==> src/rtl/vid_ctl_pkg.sv <==
package vid_ctl_pkg;

  localparam int unsigned NUM_LANES = 3;
  localparam int unsigned LANE_DE   = 0;
  localparam int unsigned LANE_HS   = 1;
  localparam int unsigned LANE_VS   = 2;

  typedef enum logic [1:0] {
    FMODE_OPEN = 2'b00,
    FMODE_MINW = 2'b01,
    FMODE_ALTA = 2'b10,
    FMODE_ALTB = 2'b11
  } fmode_e;

  // Only the min-width code arms the filter; the other codes pass pulses through.
  function automatic logic fmode_filters(input logic [1:0] m);
    return (m == FMODE_MINW);
  endfunction

endpackage

==> src/rtl/vcl_edge_capture.sv <==
// Samples the raw lanes on either clock edge; the falling-edge copy is
// retimed so that both choices present a level at the same rising edge.
module vcl_edge_capture #(
  parameter int unsigned W = 3
) (
  input  logic         clk,
  input  logic         rst_n,
  input  logic         edge_rise,
  input  logic [W-1:0] raw,
  output logic [W-1:0] smp
);

  logic [W-1:0] rise_q;
  logic [W-1:0] fall_q;
  logic [W-1:0] fall_rt_q;

  always_ff @(posedge clk or negedge rst_n) begin
    if (!rst_n) rise_q <= '0;
    else        rise_q <= raw;
  end

  always_ff @(negedge clk or negedge rst_n) begin
    if (!rst_n) fall_q <= '0;
    else        fall_q <= raw;
  end

  always_ff @(posedge clk or negedge rst_n) begin
    if (!rst_n) fall_rt_q <= '0;
    else        fall_rt_q <= fall_q;
  end

  assign smp = edge_rise ? rise_q : fall_rt_q;

endmodule

==> src/rtl/vcl_pulse_qualifier.sv <==
// Keeps MIN_W samples of one lane; with the filter on, a level is offered
// only once every sample in the window agrees.
module vcl_pulse_qualifier #(
  parameter int unsigned MIN_W = 3
) (
  input  logic clk,
  input  logic rst_n,
  input  logic filt_on,
  input  logic smp,
  output logic lvl_vld,
  output logic lvl
);

  localparam int unsigned HD = MIN_W - 1;

  logic [HD-1:0]    hist_q;
  logic [HD-1:0]    hist_d;
  logic [MIN_W-1:0] win;
  logic             stable;

  always_comb begin
    win    = {hist_q, smp};
    hist_d = win[MIN_W-2:0];
    stable = (&win) | (~|win);
  end

  always_ff @(posedge clk or negedge rst_n) begin
    if (!rst_n) hist_q <= '0;
    else        hist_q <= hist_d;
  end

  assign lvl     = win[MIN_W-1];
  assign lvl_vld = filt_on ? stable : 1'b1;

endmodule

==> src/rtl/vcl_rate_guard.sv <==
// Per-lane budget: remembers the ages of the last BUDGET accepted edges and
// drops a new edge while the oldest of them is younger than WIN clocks.
module vcl_rate_guard #(
  parameter int unsigned WIN    = 130,
  parameter int unsigned BUDGET = 2
) (
  input  logic clk,
  input  logic rst_n,
  input  logic lvl_vld,
  input  logic lvl,
  output logic lane_out,
  output logic lane_err
);

  localparam int unsigned    AGE_W   = (WIN > 2) ? $clog2(WIN) : 1;
  localparam logic [AGE_W-1:0] AGE_MAX = AGE_W'(WIN - 1);

  logic ref_q, ref_d;
  logic out_q, out_d;
  logic err_q, err_d;
  logic cand, moves, room, take;

  logic [BUDGET-1:0]            vld_q, vld_d;
  logic [BUDGET-1:0][AGE_W-1:0] age_q, age_d, aged;

  always_comb begin
    cand  = lvl_vld && (lvl != ref_q);
    moves = cand && (lvl != out_q);
    room  = !vld_q[BUDGET-1] || (age_q[BUDGET-1] >= AGE_MAX);
    take  = moves && room;
    ref_d = cand ? lvl : ref_q;
    out_d = take ? lvl : out_q;
    err_d = moves && !room;
  end

  for (genvar s = 0; s < BUDGET; s++) begin : g_age
    assign aged[s] = (age_q[s] == AGE_MAX) ? age_q[s] : age_q[s] + 1'b1;
  end

  assign vld_d[0] = take ? 1'b1 : vld_q[0];
  assign age_d[0] = take ? '0   : aged[0];

  for (genvar s = 1; s < BUDGET; s++) begin : g_slot
    assign vld_d[s] = take ? vld_q[s-1] : vld_q[s];
    assign age_d[s] = take ? aged[s-1]  : aged[s];
  end

  always_ff @(posedge clk or negedge rst_n) begin
    if (!rst_n) begin
      ref_q <= 1'b0;
      out_q <= 1'b0;
      err_q <= 1'b0;
      vld_q <= '0;
      age_q <= '0;
    end else begin
      ref_q <= ref_d;
      out_q <= out_d;
      err_q <= err_d;
      vld_q <= vld_d;
      age_q <= age_d;
    end
  end

  assign lane_out = out_q;
  assign lane_err = err_q;

endmodule

==> src/rtl/vid_ctl_filter.sv <==
module vid_ctl_filter
  import vid_ctl_pkg::*;
#(
  parameter int unsigned WIN         = 130,
  parameter int unsigned MIN_W       = 3,
  parameter int unsigned FAST_BUDGET = 2,
  parameter int unsigned SLOW_BUDGET = 1
) (
  input  logic       clk,
  input  logic       rst_n,
  input  logic [1:0] filt_mode,
  input  logic       edge_rise,
  input  logic       de_in,
  input  logic       hs_in,
  input  logic       vs_in,
  output logic       de_out,
  output logic       hs_out,
  output logic       vs_out,
  output logic [2:0] rate_err
);

  logic [NUM_LANES-1:0] raw, smp, filt_on, lvl_vld, lvl, lane_q, rate_q;

  assign raw = {vs_in, hs_in, de_in};

  vcl_edge_capture #(.W(NUM_LANES)) u_cap (
    .clk       (clk),
    .rst_n     (rst_n),
    .edge_rise (edge_rise),
    .raw       (raw),
    .smp       (smp)
  );

  for (genvar g = 0; g < NUM_LANES; g++) begin : g_lane
    localparam bit          IS_VS = (g == LANE_VS);
    localparam int unsigned BUD   = IS_VS ? SLOW_BUDGET : FAST_BUDGET;

    assign filt_on[g] = IS_VS ? 1'b1 : fmode_filters(filt_mode);

    vcl_pulse_qualifier #(.MIN_W(MIN_W)) u_qual (
      .clk     (clk),
      .rst_n   (rst_n),
      .filt_on (filt_on[g]),
      .smp     (smp[g]),
      .lvl_vld (lvl_vld[g]),
      .lvl     (lvl[g])
    );

    vcl_rate_guard #(.WIN(WIN), .BUDGET(BUD)) u_guard (
      .clk      (clk),
      .rst_n    (rst_n),
      .lvl_vld  (lvl_vld[g]),
      .lvl      (lvl[g]),
      .lane_out (lane_q[g]),
      .lane_err (rate_q[g])
    );
  end

  assign {vs_out, hs_out, de_out} = lane_q;
  assign rate_err = rate_q;

endmodule

==> config.mk <==
export PLATFORM = sky130hd
export DESIGN_NAME = vid_ctl_filter
export DESIGN_NICKNAME = d
export VERILOG_FILES = /design/src/rtl/vid_ctl_pkg.sv /design/src/rtl/vcl_edge_capture.sv /design/src/rtl/vcl_pulse_qualifier.sv /design/src/rtl/vcl_rate_guard.sv /design/src/rtl/vid_ctl_filter.sv
export SDC_FILE = /design/constraint.sdc
export NUM_CORES = 1
export LEC_CHECK = 0
export BUFFER_PORTS_ARGS = -buffer_cell sky130_fd_sc_hd__buf_4
export CAP_MARGIN = 20
export CORE_MARGIN = 3
export CORE_UTILIZATION = 45
export DETAILED_ROUTE_END_ITERATION = 16
export HOLD_SLACK_MARGIN = 0.15
export PLACE_DENSITY = 0.7
export SLEW_MARGIN = 10
export SYNTH_ARGS = -nofsm -noshare
export SYNTH_HDL_FRONTEND = slang
export SYNTH_SLANG_ARGS = --single-unit
==> constraint.sdc <==
create_clock -name clk -period 5.7 [get_ports clk]
set_input_delay 0.855 -clock clk [delete_from_list [all_inputs] [get_ports clk]]
set_output_delay 0.855 -clock clk [all_outputs]
set_load 0.1 [all_outputs]
### After elaboration in Yosys (flattened, before gate mapping)

Index checks and enable logic that the tools add are counted.

| storage, ports and cells | value |
|---|---|
| register bits after elaboration | 69 |
| input bits | 8 |
| output and inout bits | 6 |
| word-level logic and storage cells | 92 |

| operators by class | value |
|---|---|
| add/sub/neg operators | 5 |
| $lt $le $gt $ge | 3 |
| equal/unequal tests | 15 |
| multiplexer cells | 13 |
| bitwise logic cells | 3 |
| reduce and logical (&&, ||, !) cells | 30 |

Operators with widths:

| operator | number |
|---|---|
| two-way mux 8 bit | 10 |
| adder 8 x 1 -> 8 bit, second input constant | 5 |
| == test 8 bit, second input constant | 5 |
| greater-or-equal comparator 8 bit, second input constant | 3 |
| logical AND 1 bit | 12 |
| logical NOT 1 bit | 9 |
| AND reduction 3 bit | 3 |
| OR reduction 3 bit | 3 |
| != test 1 bit | 6 |
| != test 2 x 1 -> 1 bit, second input constant | 3 |
| logical OR 1 bit | 3 |
| two-way mux 3 bit | 1 |
| OR 1 bit | 3 |
| == test 2 x 1 -> 1 bit, second input constant | 1 |
| two-way mux 1 bit | 2 |

### Logic depth before layout (Yosys ltp)

| depth | value |
|---|---|
| word-level depth | 9 |
| depth in mapped cells | 8 |
| gate-level depth less buffers | 7 |

### Modules after synthesis

A second synthesis with hierarchy kept.

| unflattened totals | value |
|---|---|
| cell total of the unflattened synthesis | 283 |
| area total of the unflattened synthesis | 3,273.1 um^2 |

Modules (own cells, without submodules):

| module | instances | cells each | area each (um^2) | seq. area each (um^2) |
|---|---|---|---|---|
| vcl_rate_guard (g_lane[0].u_guard ...) | 2 | 99 | 1,097.3 | 525.5 |
| vcl_rate_guard (g_lane[2].u_guard) | 1 | 56 | 603.1 | 300.3 |
| vcl_edge_capture | 1 | 12 | 259.0 | 225.2 |
| vcl_pulse_qualifier | 3 | 5 | 66.3 | 50.0 |
| vid_ctl_filter | 1 | 2 | 17.5 | 0.0 |

==> impl_metrics.yaml <==
outcome:
  status: "finished clean"
finish:
  fillers: 646
  syn_to_final_growth_pct: 11.9
  diodes: 0
  nets: 351
  drive_gt1_share_pct: 18.2
  design_area_um2: 3890
pwr:
  power_density_nw_per_um2: 511
  p_leak_nw: 1.73
  total_power_w: 0.00199
  peakVddDrop_uv: 166
critical_path:
  cp_slowest_cell: "buf_4"
  end_kind: "flop"
  cp_top_family: "buffers and inverters"
  startpoint_type: "primary input"
  slowest_delay_ns: 0.11
  critPathBufInv: 1
  worstPathRequired_ns: 3.04
  crit_fanout: 2
  critPathKind: "in -> reg"
  path_cells: "buf_4"
  arrival_ns: 0.97
clock_tree:
  post_cts_buffers: 0
  cts_hold_buffers: 0
  cts_root_buf: "clkbuf_8"
  clock_latency_ns: 0.35
  clk_path_buf_depth: 2
  tritoncts: "built"
  htree_levels: 3
  cts_buffers: 9
  cts_resized: 0
  cts_sinks: 69
  clk_pin_slew_ns: 0.08
detailed_routing:
  drtPass1Iterations: 4
  drt-vias-per-instance: 5.21
  drtIter0Drc: 107
  postRouteAntennaNets: 0
  drc: 0
  post_drt_wl_per_cell_um: 13.8
  vias: 2261
  totalWireLength_um: 6000
placed_design:
  placedInstanceArea_um2: 3650
  gp_congestion: 0.856
  hpwl_um: 4310
  post-place-ws_ns: 1.72
  portBuffers: 13
floorplanning:
  dieArea_um2: 8820
  die_x_um: 93.9
  num_rows: 31
  core_area_um2: 7370
  die_h_um: 93.9
  ios: 14
  start_util_pct: 47.2
synthesis:
  ys_seq_elements: 69
  synth.most_common_cell: "dfrtp_1"
  netlist_top_cells_area: "dfrtp_1 (47%), ha_1 (4.7%), xor2_1 (4.3%)"
  synthTopCellsByCount: "dfrtp_1 (66), nor2_1 (31), nand3_1 (24)"
  syn_area_per_cell_um2: 11.1
  yosysTopAreaCell: "dfrtp_1"
  syn_area_um2: 3480
  synth_edf_count: 0
  netlist_instances: 312
  synth_top_cell_area_share_pct: 47.5
  ys.flop_type: "dfrtp_1"
  ys_types: 60
  synthArstFlopShare_pct: 100
  yosysSeqAreaShare_pct: 49.7
  syn-num-nets: 333
  yosysWarnings: 0
sta:
  hold_violations: 0
  slew_viol_final: 0
  rsz0062_at_grt: "no"
  tightest_slew_ns: 0.693
  fin_tns_setup_ns: 0
  whs_ns: 0.372
  layout_setup_ws_ns: 2.07
  skew_ns: 0.0191
  finalSetupViolations: 0
  slew_headroom_pct: 53.8
global_route:
  met3_usage_pct: 4.09
  grt_overflow: 0
  top_usage_layer: "met2"
  antenna_found_initial: 0
  gr-usage-all-layers_pct: 15.7
  grt_start_max_net_pins: 52
  grt_pass1_wl_um: 10900
  use_met2_pct: 25.2
  grtUsageMet1_pct: 20.1
  grt_pass1_vias: 2348
worst_hold_path:
  worstHoldPathType: "in -> async"
flow_run:
  cap_violations: 0
-- cells in the final DEF (no fill, tap or decap), types with 10 or more instances in the layout --
master	synthesis	routed
inv_1	12	12
a21oi_1	10	10
and3_1	11	11
nor2_1	31	31
dfrtp_1	66	66
nand2_1	20	20
xor2_1	17	17
ha_1	13	13
xnor2_1	12	12
buf_4	3	14
nand3_1	24	24
-- per-layer routing --
metal  vias up  wire length, um  share of wire, %
met5         -                0                 0
met2        21             2970                49
li1       1128                -                 -
met3         7              164               2.7
met1      1105             2780                46
met4         0               89               1.5
-- path summary, 6_finish.rpt --
check,start,end,slack (ns),depth (start not counted)
setup / recovery,de_in,u_cap.fall_q[0],2.07,1
hold / removal,rst_n,u_cap.rise_q[2],0.37,1
setup reg to reg,u_cap.fall_q[0],u_cap.fall_rt_q[0],2.42,0
hold reg to reg,g_lane[2].u_qual.hist_q[0],g_lane[2].u_qual.hist_q[1],0.42,0
max in group asynchronous,rst_n,u_cap.fall_q[0],2.33,1
min in group clk,g_lane[2].u_qual.hist_q[0],g_lane[2].u_qual.hist_q[1],0.42,0
-- cell families (layout without fill, tap and decap cells) --
kind of cell / count (synthesis) / after routing / share of synthesized area, %
simple gates: 129 / 129 / 20.5
buf+inv: 19 / 42 / 2.84
mux: 15 / 15 / 5.61
fa+ha+maj: 13 / 13 / 4.68
flops: 69 / 69 / 49.7
xor+xnor: 29 / 29 / 7.30
compound gates: 38 / 38 / 9.39
-- registers in the layout, indices dropped and copies added, names as in the netlist --
signal / cells
g_lane.u_guard.vld_q: 5
g_lane.u_guard.ref_q: 3
g_lane.u_qual.hist_q: 6
u_cap.fall_rt_q: 3
u_cap.rise_q: 3
u_cap.fall_q: 3
g_lane.u_guard.lane_err: 3
g_lane.u_guard.lane_out: 3
g_lane.u_guard.age_q: 40
-- final cells by class --
cell class	count	area, um2	area share [%]
Tap cell	99	124	3.18
Timing Repair Buffer	14	105	2.70
Inverter	12	45.0	1.16
Multi-Input combinational cell	224	1650	42.4
Sequential cell	69	1730	44.4
Clock buffer	10	128	3.28
Clock inverter	6	111	2.86
-- where the power goes --
part           switching [W]  leakage, nW  internal, W
Sequential          0.000179        0.840     0.000636
Clock               0.000186        0.117     0.000292
Combinational       0.000405        0.775     0.000289
-- stage by stage --
step | util, % | cells
global placement | 49.6 | 418
global route | 52.8 | 434
finish | 52.8 | 434
CTS | 52.8 | 434
floorplan | - | 312
detailed placement | 49.6 | 418
No activity file was read; power rests on OpenSTA's default activity.
